--- config.mk ---
export PLATFORM = sky130hd
export DESIGN_NAME = eth_tx_pad_ifg
export DESIGN_NICKNAME = d
export VERILOG_FILES = /design/src/rtl/eth_tx_pkg.sv /design/src/rtl/eth_tx_cfg_regs.sv /design/src/rtl/eth_tx_crc.sv /design/src/rtl/eth_tx_gap_timer.sv /design/src/rtl/eth_tx_framer.sv /design/src/rtl/eth_tx_pad_ifg.sv
export SDC_FILE = /design/constraint.sdc
export NUM_CORES = 1
export LEC_CHECK = 0
export ABC_CLOCK_PERIOD_IN_PS = 3400
export CAP_MARGIN = 20
export CORE_ASPECT_RATIO = 1.75
export CORE_MARGIN = 5
export CORE_UTILIZATION = 45
export CTS_BUF_LIST = sky130_fd_sc_hd__clkbuf_8 sky130_fd_sc_hd__clkbuf_16
export DETAILED_ROUTE_END_ITERATION = 7
export RECOVER_POWER = 100
export SLEW_MARGIN = 0
export SYNTH_ARGS = -nofsm -noshare
export SYNTH_HDL_FRONTEND = slang
export SYNTH_HIERARCHICAL = 1
export SYNTH_SLANG_ARGS = --single-unit
--- constraint.sdc ---
create_clock -name clk_i -period 3.4 [get_ports clk_i]
set_input_delay 0.68 -clock clk_i [delete_from_list [all_inputs] [get_ports clk_i]]
set_output_delay 0.68 -clock clk_i [all_outputs]
set_load 0.05 [all_outputs]
--- src/rtl/eth_tx_pkg.sv ---
package eth_tx_pkg;

  localparam logic [31:0] CRC_POLY = 32'hEDB8_8320;

  typedef enum logic [2:0] {
    ST_IDLE,
    ST_DATA,
    ST_PAD,
    ST_FCS,
    ST_GAP
  } tx_st_e;

  // reflected CRC-32, one byte
  function automatic logic [31:0] crc32_byte(logic [31:0] c, logic [7:0] d);
    logic [31:0] r;
    r = c ^ {24'h0, d};
    for (int i = 0; i < 8; i++) begin
      r = r[0] ? ((r >> 1) ^ CRC_POLY) : (r >> 1);
    end
    return r;
  endfunction

endpackage

--- src/rtl/eth_tx_cfg_regs.sv ---
module eth_tx_cfg_regs #(
  parameter int unsigned IFG_W   = 5,
  parameter int unsigned IFG_RST = 21
) (
  input  logic             clk_i,
  input  logic             rst_ni,
  input  logic             we_i,
  input  logic [IFG_W-1:0] ifg_i,
  input  logic             pad_en_i,
  input  logic             tx_en_i,
  output logic [IFG_W-1:0] ifg_o,
  output logic             pad_en_o,
  output logic             tx_en_o
);

  always_ff @(posedge clk_i or negedge rst_ni) begin
    if (!rst_ni) begin
      ifg_o    <= IFG_W'(IFG_RST);
      pad_en_o <= 1'b1;
      tx_en_o  <= 1'b1;
    end else if (we_i) begin
      ifg_o    <= ifg_i;
      pad_en_o <= pad_en_i;
      tx_en_o  <= tx_en_i;
    end
  end

endmodule

--- src/rtl/eth_tx_crc.sv ---
module eth_tx_crc
  import eth_tx_pkg::*;
(
  input  logic        clk_i,
  input  logic        rst_ni,
  input  logic        clear_i,
  input  logic        upd_i,
  input  logic [7:0]  byte_i,
  output logic [31:0] crc_o
);

  always_ff @(posedge clk_i or negedge rst_ni) begin
    if (!rst_ni)      crc_o <= '1;
    else if (clear_i) crc_o <= '1;
    else if (upd_i)   crc_o <= crc32_byte(crc_o, byte_i);
  end

  assert_crc_seed_R5: assert property (@(posedge clk_i) disable iff (!rst_ni)
    clear_i |=> (crc_o == 32'hFFFF_FFFF));

endmodule

--- src/rtl/eth_tx_gap_timer.sv ---
module eth_tx_gap_timer #(
  parameter int unsigned IFG_W    = 5,
  parameter int unsigned IFG_BASE = 3
) (
  input  logic             clk_i,
  input  logic             rst_ni,
  input  logic             load_i,
  input  logic [IFG_W-1:0] ifg_i,
  output logic             last_o
);

  localparam int unsigned MAX_GAP = (1 << IFG_W) - 1 + IFG_BASE;
  localparam int unsigned CW      = $clog2(MAX_GAP + 1);

  logic [CW-1:0] cnt_q;

  always_ff @(posedge clk_i or negedge rst_ni) begin
    if (!rst_ni)            cnt_q <= '0;
    else if (load_i)        cnt_q <= CW'(ifg_i) + CW'(IFG_BASE);
    else if (cnt_q != '0)   cnt_q <= cnt_q - CW'(1);
  end

  assign last_o = (cnt_q == CW'(1));

  assert_gap_countdown_R7: assert property (@(posedge clk_i) disable iff (!rst_ni)
    (cnt_q != '0 && !load_i) |=> (cnt_q == $past(cnt_q) - CW'(1)));

endmodule

--- src/rtl/eth_tx_framer.sv ---
module eth_tx_framer
  import eth_tx_pkg::*;
#(
  parameter int unsigned MIN_LEN = 60
) (
  input  logic        clk_i,
  input  logic        rst_ni,
  input  logic        tx_en_i,
  input  logic        pad_en_i,
  input  logic        s_valid_i,
  input  logic [7:0]  s_data_i,
  input  logic        s_last_i,
  output logic        s_ready_o,
  input  logic [31:0] crc_i,
  input  logic        gap_last_i,
  output logic        crc_clr_o,
  output logic        crc_upd_o,
  output logic [7:0]  crc_byte_o,
  output logic        gap_load_o,
  output logic [3:0]  txd_o,
  output logic        txen_o
);

  localparam int unsigned CNTW    = $clog2(MIN_LEN + 1);
  localparam int unsigned FCS_NIB = 8;

  tx_st_e          st_q;
  logic            phase_q;
  logic [7:0]      byte_q;
  logic            last_q;
  logic [CNTW-1:0] cnt_q;
  logic [2:0]      fcs_idx_q;

  logic            accept;
  logic [CNTW-1:0] cnt_inc;
  logic            short_frame;
  logic [31:0]     fcs_w;

  assign s_ready_o = (tx_en_i && (st_q == ST_IDLE || (st_q == ST_GAP && gap_last_i)))
                   || (st_q == ST_DATA && phase_q && !last_q);
  assign accept      = s_valid_i && s_ready_o;
  assign cnt_inc     = (cnt_q == CNTW'(MIN_LEN)) ? cnt_q : cnt_q + CNTW'(1);
  assign short_frame = cnt_inc < CNTW'(MIN_LEN);
  assign fcs_w       = ~crc_i;

  assign crc_clr_o  = accept && (st_q == ST_IDLE || st_q == ST_GAP);
  assign crc_upd_o  = phase_q && (st_q == ST_DATA || st_q == ST_PAD);
  assign crc_byte_o = (st_q == ST_PAD) ? 8'h00 : byte_q;
  assign gap_load_o = (st_q == ST_FCS) && (fcs_idx_q == 3'(FCS_NIB - 1));

  always_ff @(posedge clk_i or negedge rst_ni) begin
    if (!rst_ni) begin
      st_q      <= ST_IDLE;
      phase_q   <= 1'b0;
      byte_q    <= '0;
      last_q    <= 1'b0;
      cnt_q     <= '0;
      fcs_idx_q <= '0;
    end else begin
      unique case (st_q)
        ST_IDLE, ST_GAP: begin
          if (accept) begin
            byte_q  <= s_data_i;
            last_q  <= s_last_i;
            cnt_q   <= '0;
            phase_q <= 1'b0;
            st_q    <= ST_DATA;
          end else if (st_q == ST_GAP && gap_last_i) begin
            st_q <= ST_IDLE;
          end
        end
        ST_DATA: begin
          if (!phase_q) begin
            phase_q <= 1'b1;
          end else begin
            cnt_q <= cnt_inc;
            if (!last_q) begin
              if (accept) begin
                byte_q  <= s_data_i;
                last_q  <= s_last_i;
                phase_q <= 1'b0;
              end
            end else begin
              phase_q   <= 1'b0;
              fcs_idx_q <= '0;
              st_q      <= (pad_en_i && short_frame) ? ST_PAD : ST_FCS;
            end
          end
        end
        ST_PAD: begin
          phase_q <= ~phase_q;
          if (phase_q) begin
            cnt_q <= cnt_inc;
            if (cnt_inc == CNTW'(MIN_LEN)) begin
              fcs_idx_q <= '0;
              st_q      <= ST_FCS;
            end
          end
        end
        ST_FCS: begin
          fcs_idx_q <= fcs_idx_q + 3'd1;
          if (fcs_idx_q == 3'(FCS_NIB - 1)) st_q <= ST_GAP;
        end
        default: st_q <= ST_IDLE;
      endcase
    end
  end

  always_comb begin
    txen_o = 1'b0;
    txd_o  = 4'h0;
    unique case (st_q)
      ST_DATA: begin
        txen_o = 1'b1;
        txd_o  = phase_q ? byte_q[7:4] : byte_q[3:0];
      end
      ST_PAD: txen_o = 1'b1;
      ST_FCS: begin
        txen_o = 1'b1;
        txd_o  = fcs_w[{fcs_idx_q, 2'b00} +: 4];
      end
      default: ;
    endcase
  end

  assert_pad_floor_R3: assert property (@(posedge clk_i) disable iff (!rst_ni)
    (st_q == ST_FCS && $past(st_q) == ST_PAD) |-> (cnt_q == CNTW'(MIN_LEN)));

  assert_fcs_close_R5: assert property (@(posedge clk_i) disable iff (!rst_ni)
    (st_q == ST_FCS && fcs_idx_q == 3'(FCS_NIB - 1)) |=> (st_q == ST_GAP && !txen_o));

  assert_txen_hold_R6: assert property (@(posedge clk_i) disable iff (!rst_ni)
    (txen_o && !gap_load_o) |=> txen_o);

  assert_no_start_off_R8: assert property (@(posedge clk_i) disable iff (!rst_ni)
    (!txen_o && !tx_en_i) |=> !txen_o);

endmodule

--- src/rtl/eth_tx_pad_ifg.sv ---
module eth_tx_pad_ifg #(
  parameter int unsigned IFG_W    = 5,
  parameter int unsigned IFG_RST  = 21,
  parameter int unsigned IFG_BASE = 3,
  parameter int unsigned MIN_LEN  = 60
) (
  input  logic             clk_i,
  input  logic             rst_ni,
  input  logic             cfg_we_i,
  input  logic [IFG_W-1:0] cfg_ifg_i,
  input  logic             cfg_pad_en_i,
  input  logic             cfg_tx_en_i,
  input  logic             s_valid_i,
  input  logic [7:0]       s_data_i,
  input  logic             s_last_i,
  output logic             s_ready_o,
  output logic [3:0]       mii_txd_o,
  output logic             mii_txen_o
);

  logic [IFG_W-1:0] ifg_q;
  logic             pad_en_q;
  logic             tx_en_q;
  logic             crc_clr;
  logic             crc_upd;
  logic [7:0]       crc_byte;
  logic [31:0]      crc_val;
  logic             gap_load;
  logic             gap_last;

  eth_tx_cfg_regs #(.IFG_W(IFG_W), .IFG_RST(IFG_RST)) u_cfg (
    .clk_i    (clk_i),
    .rst_ni   (rst_ni),
    .we_i     (cfg_we_i),
    .ifg_i    (cfg_ifg_i),
    .pad_en_i (cfg_pad_en_i),
    .tx_en_i  (cfg_tx_en_i),
    .ifg_o    (ifg_q),
    .pad_en_o (pad_en_q),
    .tx_en_o  (tx_en_q)
  );

  eth_tx_crc u_crc (
    .clk_i   (clk_i),
    .rst_ni  (rst_ni),
    .clear_i (crc_clr),
    .upd_i   (crc_upd),
    .byte_i  (crc_byte),
    .crc_o   (crc_val)
  );

  eth_tx_gap_timer #(.IFG_W(IFG_W), .IFG_BASE(IFG_BASE)) u_gap (
    .clk_i  (clk_i),
    .rst_ni (rst_ni),
    .load_i (gap_load),
    .ifg_i  (ifg_q),
    .last_o (gap_last)
  );

  eth_tx_framer #(.MIN_LEN(MIN_LEN)) u_framer (
    .clk_i      (clk_i),
    .rst_ni     (rst_ni),
    .tx_en_i    (tx_en_q),
    .pad_en_i   (pad_en_q),
    .s_valid_i  (s_valid_i),
    .s_data_i   (s_data_i),
    .s_last_i   (s_last_i),
    .s_ready_o  (s_ready_o),
    .crc_i      (crc_val),
    .gap_last_i (gap_last),
    .crc_clr_o  (crc_clr),
    .crc_upd_o  (crc_upd),
    .crc_byte_o (crc_byte),
    .gap_load_o (gap_load),
    .txd_o      (mii_txd_o),
    .txen_o     (mii_txen_o)
  );

endmodule

==> impl_metrics.ini <==
[critical_path]
worstPathMaxFanout = 10
crit_required_ns = 2.72
critPathLaunchType = flip-flop
cp.arrival_ns = 2.39
cp-end-kind = output pin
path_class = reg -> out

[clock_network]
clk_path_buf_depth = 2
hold_buffers = 0
clock_latency_ns = 0.33
cts_tree = yes
clk_pin_slew_ns = 0.05
numClockSinks = 67
cts.htree.levels = 3
numCtsBuffers = 9
post_cts_buffers = 0
cts_resized = 0
cts-root-buf = clkbuf_16

[cells_and_area]
final_nets = 472
syn_to_final_growth_pct = 12.99
fillers = 923
stdcell_area_sq_mm = 0.005114
final_layout_size_suffix_gt1_frac = 0.2600
insertedDiodeCount = 0

[outcome]
status = finished, violations left
violations = max-capacitance violations, max-slew violations

[routing]
firstDrtPassIters = 4
routed-via-count = 3158
via_per_inst = 5.492
wirelength_mm = 10.82
ant_nets = 0
detail_route.iter0.violations = 127
drc = 0
wl_per_cell_um = 18.81

[die]
core_sq_mm = 0.009849
die_area_sq_mm = 0.01224
start_util = 0.4595
rows = 48
chipWidth_um = 85.81
io_pins = 26
die_h_um = 142.7

[yosys]
synth_edf_count = 0
synth_seq_cells = 67
synth_area_leaders = dfstp_2, dfrtp_1, xnor2_1
yosysWarnings = 6
synth.distinct_cells = 68
async_flop_share = 1.000
netlist.area_leader.share = 0.2148
avgSynthCellArea_sq_um = 10.75
synth.top_cells.by_count = a21oi_1, nor2_1, dfstp_2
synth_nets = 448
yosysSeqAreaShare = 0.3807
synth_most_common_cell = a21oi_1
synth_cells = 421
syn_area_sq_mm = 0.004526
yosys.area.top_type = dfstp_2
synthFlopType = dfstp_2

[global_routing]
grtUsageMet2 = 0.3525
grt_overflow = 0
grt_pass1_vias = 3288
grt_max_degree = 37
grt_pass1_wl_mm = 17.66
met1_usage = 0.2081
grtUsageMet3 = 0.03464
grt-busiest-layer = met2
antenna_found_initial = 0
grt_use_total = 0.1897

[timing]
min_period_ns = 3.070
skew_ns = 0.005750
finalHoldViolCount = 0
tns_ns = 0
drv_slew = 33
fin_crit_sh = 0.9029
fmax_mhz = 325.7
worst_pin_slew_ns = 1.766
slew_headroom = -0.1770
grt_setup_unrepaired = false
report.final.setup_viol = 0

[place]
dp_hpwl_mm = 8.124
placed_area_sq_mm = 0.004887
port_buffers = 25
gp_congestion = 0.8513

[job]
max_cap_viol_count = 1

[worst_hold_path]
hold_class = reg -> reg
metal layers:
metal,up-vias,part of all wire
li1,1518,-
met1,1559,0.39
met2,61,0.56
met3,20,0.025
met4,0,0.031
met5,-,0
critical path, stage by stage (launching register included):
cell,delay [ns]
dfrtp_1,0.75
mux4_2,0.59
mux2i_1,0.17
a21oi_1,0.09
nor2_1,0.14
clkbuf_2,0.30
cell usage in the layout (no fill, tap or decap), types with 3 or more instances in the layout:
master	instances
xnor2_1	40
a21oi_1	40
dfstp_2	37
nor2_1	37
dfrtp_1	30
xor2_1	23
clkdlybuf4s50_1	17
mux2_1	15
or2_2	15
nor2b_1	15
nor3_1	11
nand2_1	11
mux2i_1	10
clkbuf_16	9
inv_1	9
o21ai_0	9
buf_4	8
mux4_2	8
ha_1	7
clkbuf_2	6
xnor2_2	6
o31ai_1	5
a211o_1	5
nor3b_1	4
bufinv_16	3
and2_1	3
nand3_1	3
a31oi_1	3
a22o_1	3
flip-flops by register name, indices dropped and copies added (netlist names):
name / cells
u_crc/crc_o: 32
u_framer/cnt_q: 6
u_framer/fcs_idx_q: 3
u_gap/cnt_q: 6
u_framer/st_q: 3
u_cfg/tx_en_o: 1
u_cfg/ifg_o: 5
u_framer/last_q: 1
u_cfg/pad_en_o: 1
u_framer/phase_q: 1
u_framer/byte_q: 8
area by class of cell:
class                           count  area (sq um)  area share
Inverter                           10         37.54    0.007340
Clock inverter                      6         112.6     0.02202
Tap cell                          125         156.4     0.03058
Sequential cell                    67          1723      0.3369
Multi-Input combinational cell    322          2557      0.5001
Timing Repair Buffer               35         287.8     0.05628
Clock buffer                       10         239.0     0.04673
metrics by stage:
stage / setup slack (ns) / utilization / std cells / hold WS (ns)
final: 0.3301 / 0.5192 / 575 / 0.5205
after global routing: 0.1302 / 0.5192 / 575 / 0.5665
after CTS: 0.3777 / 0.5319 / 575 / 0.4376
after detailed placement: 0.6563 / 0.4962 / 559 / 0.5023
after global placement: 0.7126 / 0.4962 / 559 / 0.5123
after floorplan: 0.1086 / - / 421 / 0.3844
kinds of logic (layout without fill, tap and decap cells):
logic type / Yosys count / in the layout / synth area share
compound gates: 85 / 85 / 0.1250
xor+xnor: 73 / 73 / 0.1786
fa+ha+maj: 7 / 7 / 0.01935
buf+inv: 32 / 61 / 0.03539
flops: 67 / 67 / 0.3807
mux: 36 / 36 / 0.1134
simple gates: 121 / 121 / 0.1476
worst paths after layout:
kind                                                   to  slack [ns]                               from  cells past startpoint
setup / recovery                             mii_txd_o[0]        0.33  u_framer/fcs_idx_q[0]$_DFFE_PN0P_                      5
hold / removal             u_framer/byte_q[3]$_DFFE_PN0P_        0.52     u_framer/byte_q[3]$_DFFE_PN0P_                      1
setup reg to reg              u_crc/crc_o[19]$_DFFE_PN1P_        0.34       u_framer/st_q[0]$_DFFE_PN0P_                      8
hold reg to reg            u_framer/byte_q[3]$_DFFE_PN0P_        0.52     u_framer/byte_q[3]$_DFFE_PN0P_                      1
max in group asynchronous      u_gap/cnt_q[3]$_DFFE_PN0P_        0.91                             rst_ni                      2
min in group asynchronous      u_gap/cnt_q[2]$_DFFE_PN0P_        0.81                             rst_ni                      1
Power is not shown: default switching activity piles up to over one toggle a cycle in this logic, so the estimate is an artifact.
